## src/rtl/pci_bringup_pkg.sv

```systemverilog
package pci_bringup_pkg;

  typedef enum logic [2:0] {
    ST_IDLE    = 3'd0,
    ST_DRV     = 3'd1,
    ST_CLKRUN  = 3'd2,
    ST_RELEASE = 3'd3,
    ST_ARB     = 3'd4,
    ST_SETTLE  = 3'd5,
    ST_READY   = 3'd6
  } seq_state_e;

  typedef struct packed {
    logic ready;
    logic arb_internal;
    logic rst_n;
    logic clk_en;
    logic clk_oe;
    logic rst_oe;
  } bus_ctl_t;

  function automatic bus_ctl_t decode_ctl(seq_state_e s);
    bus_ctl_t c;
    c = '0;
    case (s)
      ST_DRV:     c = '{ready:1'b0, arb_internal:1'b0, rst_n:1'b0, clk_en:1'b0, clk_oe:1'b1, rst_oe:1'b1};
      ST_CLKRUN:  c = '{ready:1'b0, arb_internal:1'b0, rst_n:1'b0, clk_en:1'b1, clk_oe:1'b1, rst_oe:1'b1};
      ST_RELEASE: c = '{ready:1'b0, arb_internal:1'b0, rst_n:1'b1, clk_en:1'b1, clk_oe:1'b1, rst_oe:1'b1};
      ST_ARB,
      ST_SETTLE:  c = '{ready:1'b0, arb_internal:1'b1, rst_n:1'b1, clk_en:1'b1, clk_oe:1'b1, rst_oe:1'b1};
      ST_READY:   c = '{ready:1'b1, arb_internal:1'b1, rst_n:1'b1, clk_en:1'b1, clk_oe:1'b1, rst_oe:1'b1};
      default:    c = '0;
    endcase
    return c;
  endfunction

endpackage

```

## src/rtl/pcib_timer.sv

```systemverilog
module pcib_timer #(
  parameter int TW = 8
) (
  input  logic          clk,
  input  logic          rst,
  input  logic          load,
  input  logic [TW-1:0] load_val,
  output logic          expired
);
  logic [TW-1:0] cnt_q;

  always_ff @(posedge clk) begin
    if (rst) begin
      cnt_q <= '0;
    end else if (load) begin
      cnt_q <= load_val;
    end else if (cnt_q != '0) begin
      cnt_q <= cnt_q - 1'b1;
    end
  end

  assign expired = (cnt_q == '0);
endmodule

```

## src/rtl/pcib_fsm.sv

```systemverilog
module pcib_fsm
  import pci_bringup_pkg::*;
#(
  parameter int TW         = 8,
  parameter int HOLD_CYC   = 1,
  parameter int ARB_CYC    = 1,
  parameter int SETTLE_CYC = 1
) (
  input  logic          clk,
  input  logic          rst,
  input  logic          start,
  input  logic          tmr_expired,
  output seq_state_e    state_nxt,
  output logic          tmr_load,
  output logic [TW-1:0] tmr_val
);
  seq_state_e state_q;

  always_comb begin
    state_nxt = state_q;
    tmr_load  = 1'b0;
    tmr_val   = '0;
    case (state_q)
      ST_IDLE:    if (start) state_nxt = ST_DRV;
      ST_DRV: begin
        state_nxt = ST_CLKRUN;
        tmr_load  = 1'b1;
        tmr_val   = TW'(HOLD_CYC - 1);
      end
      ST_CLKRUN:  if (tmr_expired) state_nxt = ST_RELEASE;
      ST_RELEASE: begin
        state_nxt = ST_ARB;
        tmr_load  = 1'b1;
        tmr_val   = TW'(ARB_CYC - 1);
      end
      ST_ARB: begin
        if (tmr_expired) begin
          state_nxt = ST_SETTLE;
          tmr_load  = 1'b1;
          tmr_val   = TW'(SETTLE_CYC - 1);
        end
      end
      ST_SETTLE:  if (tmr_expired) state_nxt = ST_READY;
      ST_READY:   state_nxt = ST_READY;
      default:    state_nxt = ST_IDLE;
    endcase
  end

  always_ff @(posedge clk) begin
    if (rst) state_q <= ST_IDLE;
    else     state_q <= state_nxt;
  end
endmodule

```

## src/rtl/pcib_outreg.sv

```systemverilog
module pcib_outreg
  import pci_bringup_pkg::*;
(
  input  logic       clk,
  input  logic       rst,
  input  seq_state_e state_nxt,
  output bus_ctl_t   ctl_q
);
  always_ff @(posedge clk) begin
    if (rst) ctl_q <= '0;
    else     ctl_q <= decode_ctl(state_nxt);
  end
endmodule

```

## src/rtl/pci_bus_bringup.sv

```systemverilog
module pci_bus_bringup
  import pci_bringup_pkg::*;
#(
  parameter int CLK_MHZ     = 100,
  parameter int RST_HOLD_US = 150,
  parameter int ARB_WAIT_US = 1,
  parameter int SETTLE_US   = 1000
) (
  input  logic clk,
  input  logic rst,
  input  logic start,
  output logic rst_oe,
  output logic clk_oe,
  output logic clk_en,
  output logic rst_n,
  output logic arb_internal,
  output logic ready
);
  localparam int HOLD_RAW   = CLK_MHZ * RST_HOLD_US;
  localparam int ARB_RAW    = CLK_MHZ * ARB_WAIT_US;
  localparam int SETTLE_RAW = CLK_MHZ * SETTLE_US;
  localparam int HOLD_CYC   = (HOLD_RAW   < 1) ? 1 : HOLD_RAW;
  localparam int ARB_CYC    = (ARB_RAW    < 1) ? 1 : ARB_RAW;
  localparam int SETTLE_CYC = (SETTLE_RAW < 1) ? 1 : SETTLE_RAW;
  localparam int MAX_CYC    = (HOLD_CYC > SETTLE_CYC)
                              ? ((HOLD_CYC > ARB_CYC) ? HOLD_CYC : ARB_CYC)
                              : ((SETTLE_CYC > ARB_CYC) ? SETTLE_CYC : ARB_CYC);
  localparam int TW         = $clog2(MAX_CYC + 1);

  seq_state_e    state_nxt;
  logic          tmr_load;
  logic [TW-1:0] tmr_val;
  logic          tmr_expired;
  bus_ctl_t      ctl_q;

  pcib_fsm #(
    .TW(TW), .HOLD_CYC(HOLD_CYC), .ARB_CYC(ARB_CYC), .SETTLE_CYC(SETTLE_CYC)
  ) u_fsm (
    .clk(clk), .rst(rst), .start(start), .tmr_expired(tmr_expired),
    .state_nxt(state_nxt), .tmr_load(tmr_load), .tmr_val(tmr_val)
  );

  pcib_timer #(.TW(TW)) u_timer (
    .clk(clk), .rst(rst), .load(tmr_load), .load_val(tmr_val),
    .expired(tmr_expired)
  );

  pcib_outreg u_out (
    .clk(clk), .rst(rst), .state_nxt(state_nxt), .ctl_q(ctl_q)
  );

  assign rst_oe       = ctl_q.rst_oe;
  assign clk_oe       = ctl_q.clk_oe;
  assign clk_en       = ctl_q.clk_en;
  assign rst_n        = ctl_q.rst_n;
  assign arb_internal = ctl_q.arb_internal;
  assign ready        = ctl_q.ready;
endmodule

```

## config.mk

```make
export PLATFORM = sky130hd
export DESIGN_NAME = pci_bus_bringup
export DESIGN_NICKNAME = d
export VERILOG_FILES = /design/src/rtl/pci_bringup_pkg.sv /design/src/rtl/pcib_timer.sv /design/src/rtl/pcib_fsm.sv /design/src/rtl/pcib_outreg.sv /design/src/rtl/pci_bus_bringup.sv
export SDC_FILE = /design/constraint.sdc
export NUM_CORES = 1
export LEC_CHECK = 0
export ABC_CLOCK_PERIOD_IN_PS = 4500
export CELL_PAD_IN_SITES_DETAIL_PLACEMENT = 1
export CELL_PAD_IN_SITES_GLOBAL_PLACEMENT = 2
export CORE_UTILIZATION = 25
export CTS_CLUSTER_SIZE = 12
export DETAILED_ROUTE_END_ITERATION = 6
export DONT_BUFFER_PORTS = 1
export HOLD_SLACK_MARGIN = 0.02
export MAX_ROUTING_LAYER = met4
export PLACE_DENSITY_LB_ADDON = 0.3
export SKIP_CTS_REPAIR_TIMING = 1
export SYNTH_ARGS = -nofsm -noshare
export SYNTH_HDL_FRONTEND = slang
export SYNTH_SLANG_ARGS = --single-unit
```

## constraint.sdc

```tcl
create_clock -name clk -period 4.5 [get_ports clk]
set_input_delay 0.225 -clock clk [delete_from_list [all_inputs] [get_ports clk]]
set_output_delay 0.225 -clock clk [all_outputs]
set_load 0.01 [all_outputs]
```

=== After elaboration in Yosys (flattened, before gate mapping) ===
Index checks and enable logic that the tools add are counted.

* Flip-flop bits (word level): 26
* Bits in latches: 0
* Bits in writable memories: 0
* Bits in read-only memories: 0
* Bits of input ports: 3
* Output and inout port bits: 6
* Memories: 0

* Add/subtract/negate cells: 1
* Multipliers: 0
* Div/mod/pow operators: 0
* Order comparisons: 0
* Equality and inequality tests: 12
* Shifts and indexed selects: 0
* Multiplexer cells: 12
* Bitwise gates (word level): 0
* Reduce and logical (&&, ||, !) cells: 6

{| class="wikitable"
|+ Operators by type and width
! kind !! count
|-
| $mux 17 || 3
|-
| $pmux 17 s3 || 1
|-
| $pmux 6 s5 || 1
|-
| $pmux 3 s7 || 1
|-
| $eq 3x3->1 const B || 6
|-
| $logic_not 17->1 || 1
|-
| $reduce_bool 17->1 || 1
|-
| $sub 17x1->17 const B || 1
|-
| $eq 3x2->1 const B || 4
|-
| $mux 3 || 4
|-
| $eq 3x1->1 const B || 2
|-
| $reduce_or 2->1 || 2
|-
| $logic_not 3->1 || 1
|-
| $pmux 1 s2 || 1
|-
| $reduce_bool 2->1 || 1
|-
| $mux 1 || 1
|}

=== Longest topological paths before layout ===
Gate-level depths: netlist of run 1.

* Depth after elaboration: 6
* Depth in mapped cells: 8
* Gate-level depth less buffers: 7

=== By module ===
Synthesis of run 1 repeated with hierarchy kept, for this count alone.

* Cells, all modules: 166
* Area total of the unflattened synthesis: 1,395.1 µm²

{| class="wikitable"
|+ By module, submodules not included
! module !! instances !! cells an instance !! area each (µm²) !! seq. area each (µm²)
|-
| pcib_timer || 1 || 112 || 930.9 || 340.3
|-
| pcib_fsm || 1 || 39 || 287.8 || 60.1
|-
| pcib_outreg || 1 || 15 || 176.4 || 100.1
|}

=== Worst setup path before layout of run 1 ===
No wires, ideal clock.

* Path kind: flip-flop to flip-flop
* Start: register u_timer.cnt_q[0]
* End: register u_timer.cnt_q[8]
* Library setup time: 0.115 ns
* Arrival: 1.903 ns
* Required time: 4.385 ns
* Path slack: 2.482 ns
* Cell stages (with the launch flop): 9
* Buffers on the path: 1
* Cells stage by stage: dfxtp_1 inv_1 ha_1 or4b_4 nor4_4 buf_4 nor2_1 xnor2_1 nor2_1

* Longest elaborated chain between the ends: 4

{| class="wikitable"
|+ Ends and longest elaborated chain
! item !! RTL line !! RTL
|-
| from (decl) || pcib_timer.sv:10 || <nowiki>logic [TW-1:0] cnt_q;</nowiki>
|-
| from (signal assigned) || pcib_timer.sv:16 || <nowiki>cnt_q <= load_val;</nowiki>
|-
| from (signal assigned) || pcib_timer.sv:18 || <nowiki>cnt_q <= cnt_q - 1'b1;</nowiki>
|-
| parallel branches: the longest is 4 deep, another holds $sub 17x1->17 || n/a ||
|}

Parallel ways; which one is timed is not known. The select of a mux whose other input is x is not followed.
A chain may end at the register's enable or synchronous reset.

=== Final worst setup path of run 1 ===
* Start: register u_timer.cnt_q[0]
* End: register u_timer.cnt_q[5]

The elaborated chain is that of the path after synthesis.

==> run metrics, run 1 <==
Critical R2R Launch u_timer.cnt_q[0]; post-synthesis sequential area ratio 37.6%; Critical Path Max Stage Delay 0.82 ns; Sink Count 25; Post-Route Skew 0.00991 ns; largest family of logic cells by synthesized area simple AND/OR/NAND/NOR gates; Final Hold Vio Count 0; count of final setup violators 0; Synth area leaders dfxtp_1 (38%), a21oi_1 (7.1%), nor2_1 (4.8%); Final Net Count 164; R2R setup slack 1.76 ns; CP startpoint u_timer.cnt_q[0]; core box area 0.00511 sq mm; die width 75.0 um; DP Area 0.00139 sq mm; first-pass GRT wire length 6480 um; Routed Antenna Nets 0; xor and xnor area share after synthesis 5.92%; Final Max Tran Viols 0; RSZ-0062 raised after global routing no; Post-synth ARST share 0%; CTS tree done; adder-cell share of the synthesized area 1.88%; critical hold path startpoint rst; IO buf count 0; placed insts 223; Max-cap violations 0; number of synthesized flops with an enable pin 0; simple-gate share of the synthesized area 30.0%; mux share of post-synthesis cell area 2.35%; Max rail drop VDD 0.171 mV; WHS Path Cells 1; initial antenna violation count 0; Slew @ Worst Pin 0.975 ns; Layout area overhead 8.45%; gpl congestion 0.798; vias per cell 5.07; Most used DFF post-synth dfxtp_1; Skew-Pair Late Insertion Delay 0.28 ns; Fmax 0.366 GHz; status finished clean; Hold EP u_fsm.state_q[0]; Clock Tree Buf Depth 2; layout cells sized above 1 8.86%; clk root buf clkbuf_8; # rows 26; Cell Chain, Critical Path inv_1, ha_1, or4b_4, nor4_4, o21ai_2, a211oi_1, nor4bb_1; top-count cell post-synth dfxtp_1; antenna diode count 0; violation count after the first detailed-route iteration 70; number of global-route vias before repair 1161; Clock Pin Slew Worst Setup and Hold Paths 0.10 ns; DR pass1 iterations 4; GRT Overall Usage 16.2%; num ports 9; complex-gate fraction of the synthesized area 18.7%; DRC violations left 0; endpoint class of the critical path register; r2r endpoint u_timer.cnt_q[5]; Yosys warnings 0; CP max stage cell nor4_4; fin area 0.00145 sq mm; gr ovfl total 0; Hold WC Path Type input pin to register; Final Worst Setup Slack 1.76 ns; initial core utilization 26.1%; top cells by count, synth dfxtp_1 (25), a21oi_1 (19), nor2_1 (17); Synth Instances 160; synth unique cells 43; Die Area 0.00563 sq mm; Pwr Density 769 mW/mm^2; Req. time, crit path 4.64 ns; Die Y 75.0 um; via count 1155; final WL 3920 um; reg2reg path depth 7; Synth Net Count 165; Num CTS Buffers 3; H-tree levels 1; Avg Synthesized Cell Area 8.33 sq um; final cycle utilization of the critical path 60.8%; Post-Layout Cell Count 228; Synth top area share 37.6%; pre-CTS WS 1.85 ns; critical path type register to register; Worst Path Buf+Inv 1; setup_tns 0 ns; crit path max fanout 17; Leakage 0.000503 uW; DP Wirelength 2820 um; CP arrival 2.87 ns; FF+latch count, synth 25; Mapped Area 0.00133 sq mm; startpoint class of the critical path register; delay-heaviest family, CP simple AND/OR/NAND/NOR gates; fin crit period 2.74 ns; leading area contributor after synthesis dfxtp_1; largest net degree at the start of global routing 21; relative slew slack 34.5%; wire length per cell 17.2 um
==> power breakdown <==
part           internal [uW]  switching (uW)
registers                291            93.4
clock network           62.9            80.4
logic                    244             340
==> worst reg2reg max path, stage by stage (launching register included) <==
cell      delay, ns
dfxtp_1        0.35
inv_1          0.13
ha_1           0.16
or4b_4         0.49
nor4_4         0.82
o21ai_2        0.21
a211oi_1       0.34
nor4bb_1       0.10
==> how the worst max path moves through the flow <==
stage,slack [ns],depth (start not counted),to
floorplan,2.48,8,u_timer.cnt_q[8]
global placement,1.99,7,u_timer.cnt_q[5]
detailed placement,1.85,7,u_timer.cnt_q[5]
CTS,1.83,7,u_timer.cnt_q[5]
global route,1.59,7,u_timer.cnt_q[5]
finish,1.76,7,u_timer.cnt_q[5]
==> kinds of logic (layout without fill, tap and decap cells) <==
family / after synthesis / in the layout
xor+xnor: 9 / 9
compound gates: 40 / 40
fa+ha+maj: 2 / 2
simple gates: 70 / 70
buf+inv: 11 / 9
mux: 3 / 3
flops: 25 / 25
==> area by class of cell <==
cell class                 count  area, sq um
inverter                       4         15.0
sequential                    25          500
tap                           70         87.6
multi-input combinational    124          783
fill                         622         3660
timing repair buffer           1         10.0
clock buffer                   3         41.3
clock inverter                 1         7.51
==> routing by layer <==
layer | up-vias | wire, um | global-route usage, %
li1 | 571 | - | -
met1 | 574 | 2030 | 23.3
met2 | 10 | 1820 | 24.4
met3 | 0 | 69 | 2.81
met4 | 0 | 0 | 1.89
met5 | - | 0 | -
==> placed cells by master, fill, tap and decap left out, types with 4 or more instances in the layout <==
master,instances
a21oi_1,19
a31oi_1,4
dfxtp_1,25
inv_1,4
nand2_1,15
nand2b_1,4
nand3_1,5
nor2_1,17
nor3_1,7
xnor2_1,6
==> registers in the layout, indices dropped and copies added, names as in the netlist <==
signal and flops:
u_fsm.state_q 3, u_out.ctl_q 5, u_timer.cnt_q 17
==> through the flow <==
step | util [%] | total power, uW | hold slack, ns
after floorplan | - | 828 | 0.376
after global placement | 27.1 | 954 | 0.297
after detailed placement | 27.1 | 970 | 0.299
after CTS | 28.1 | 1120 | -0.00777
after global routing | 28.3 | 1220 | 0.0530
final | 28.3 | 1110 | 0.0540
Note: power is estimated with default switching activity, not from simulation.
==> run 2: changes to the inputs <==
--- a/config.mk
+++ b/config.mk
@@ -5,7 +5,8 @@
 export SDC_FILE = /design/constraint.sdc
 export NUM_CORES = 1
 export LEC_CHECK = 0
-export ABC_CLOCK_PERIOD_IN_PS = 4500
+export ABC_AREA = 1
+export ABC_CLOCK_PERIOD_IN_PS = 2400
 export CELL_PAD_IN_SITES_DETAIL_PLACEMENT = 1
 export CELL_PAD_IN_SITES_GLOBAL_PLACEMENT = 2
 export CORE_UTILIZATION = 25
==> constraint.sdc (replaced) <==
create_clock -name clk -period 2.4 [get_ports clk]
set_input_delay 0.12 -clock clk [delete_from_list [all_inputs] [get_ports clk]]
set_output_delay 0.12 -clock clk [all_outputs]
set_load 0.01 [all_outputs]
==> run metrics, run 2 <==
H-tree levels 1; r2r endpoint u_timer.cnt_q[4]; violation count after the first detailed-route iteration 21; Avg Synthesized Cell Area 6.67 sq um; biggest regs u_timer.cnt_q (17), u_out.ctl_q (5), u_fsm.state_q (3); die width 78.3 um; Clock Tree Buf Depth 2; Sequential Area 500 sq um; RSZ-0062 raised after global routing no; endpoint class of the critical path register; Sink Count 25; Total Power 2040 uW; startpoint class of the critical path register; post-synthesis sequential area ratio 34.4%; vias per cell 4.48; placed insts 286; critical hold path startpoint start; Largest register FFs 17; wire length per cell 13.2 um; Yosys warnings 0; Slew @ Worst Pin 0.539 ns; Layout area overhead 7.91%; commonest non-fill, non-tap cell in the layout nand2_1; core box area 0.00557 sq mm; via count 1303; Req. time, crit path 2.57 ns; Die Area 0.00613 sq mm; relative slew slack 64.0%; layout cells sized above 1 11.9%; Final Hold Vio Count 0; number of global-route vias before repair 1404; fin crit period 1.61 ns; top cells by count, synth nand2_1 (70), nor2_1 (28), dfxtp_1 (25); gr ovfl total 0; commonest non-fill, non-tap cells in the layout nand2_1 (70), nor2_1 (28), dfxtp_1 (25); initial antenna violation count 0; area of the multi-input gates 838 sq um; num ports 9; Most used DFF post-synth dfxtp_1; Hold WC Path Type input pin to register; DP Wirelength 3030 um; Synth top area share 34.4%; critical path type register to register; Final Max Tran Viols 0; antenna diode count 0; reg2reg path depth 11; CTS tree done; synth unique cells 23; Max rail drop VDD 0.324 mV; R2R setup slack 0.79 ns; Mapped Area 0.00146 sq mm; DRC violations left 0; Synth Instances 218; CP arrival 1.78 ns; Post-Route Skew 0.00273 ns; crit path max fanout 17; Synth Net Count 223; largest net degree at the start of global routing 18; Num CTS Buffers 3; status finished clean; leading area contributor after synthesis dfxtp_1; Pwr Density 1300 mW/mm^2; initial core utilization 26.1%; Post-Layout Cell Count 291; Max-cap violations 0; Fmax 0.620 GHz; final cycle utilization of the critical path 67.2%; Final Net Count 225; DR pass1 iterations 4; WHS Path Cells 2; count of final setup violators 0; Filler Cell Count 715; FF+latch count, synth 25; top-count cell post-synth nand2_1; Skew-Pair Late Insertion Delay 0.28 ns; Die Y 78.3 um; setup_tns 0 ns; Post-synth ARST share 0%; first-pass GRT wire length 6730 um; Clock Pin Slew Worst Setup and Hold Paths 0.10 ns; final WL 3850 um; Leakage 0.000721 uW; GRT Overall Usage 14.9%; Largest Register u_timer.cnt_q; # rows 27; Synth area leaders dfxtp_1 (34%), nand2_1 (18%), nor2_1 (7.2%); number of synthesized flops with an enable pin 0; clk root buf clkbuf_8; gpl congestion 0.752; Routed Antenna Nets 0; Critical R2R Launch u_timer.cnt_q[0]; IO buf count 0; Hold EP u_out.ctl_q[0]
[run 2: routing by layer]
layer | vias up | wire, um | track usage, %
met5 | - | 0 | -
met4 | 0 | 58 | 5.56
met3 | 4 | 57 | 2.09
met2 | 12 | 1850 | 24.7
met1 | 609 | 1880 | 18.4
li1 | 678 | - | -
[run 2: layout make-up]
class,count,area share [%]
multi-input cells,167,53.4
inverters,22,5.26
clock buffers,3,2.63
repair buffers,1,0.637
flip-flops and latches,25,31.9
clock inverters,1,0.478
well taps,72,5.74
[run 2: worst max-delay path, stage by stage (launching register included)]
cell and delay, ns:
dfxtp_1 0.34, inv_1 0.11, ha_1 0.18, inv_1 0.04, nor2_1 0.11, nand2_1 0.10
nor2_4 0.14, nand2_2 0.09, nand2_4 0.07, nand2_4 0.15, nand2_1 0.10, a21oi_1 0.06
[run 2: cells by family (layout without fill, tap and decap cells)]
family / after synthesis / in the layout / share of synthesized area (%)
AO/OA/AOI/OAI: 22 / 22 / 8.00
flip-flops: 25 / 25 / 34.4
buffers and inverters: 26 / 27 / 8.00
AND/OR/NAND/NOR: 136 / 136 / 43.7
XOR/XNOR: 7 / 7 / 4.21
adder cells (fa/ha/maj): 2 / 2 / 1.72
[run 2: how the worst max path moves through the flow]
stage / start / endpoint / slack [ns] / depth (start not counted)
6_report: u_timer.cnt_q[0] / u_timer.cnt_q[4] / 0.79 / 11
5_1_grt: u_timer.cnt_q[0] / u_timer.cnt_q[4] / 0.55 / 11
4_1_cts: u_timer.cnt_q[0] / u_timer.cnt_q[4] / 0.76 / 11
3_5_place_dp: u_timer.cnt_q[0] / u_timer.cnt_q[4] / 0.78 / 11
2_1_floorplan: u_timer.cnt_q[0] / u_timer.cnt_q[14] / 0.94 / 12
3_3_place_gp: u_timer.cnt_q[0] / u_timer.cnt_q[16] / 0.81 / 11
[run 2: where the power goes]
group	internal, uW	switching, uW
Sequential	524	114
Combinational	390	736
Clock	118	158
Total	1030	1010
[run 2: per-stage QoR]
stage / setup WS (ns) / util (%) / area [sq um] / hold slack (ns)
floorplan: 0.939 / - / 1460 / 0.201
global placement: 0.806 / 27.1 / 1510 / 0.187
detailed placement: 0.778 / 27.1 / 1510 / 0.186
CTS: 0.762 / 28.0 / 1560 / -0.120
global route: 0.552 / 28.2 / 1570 / 0.0246
finish: 0.788 / 28.2 / 1570 / 0.0326
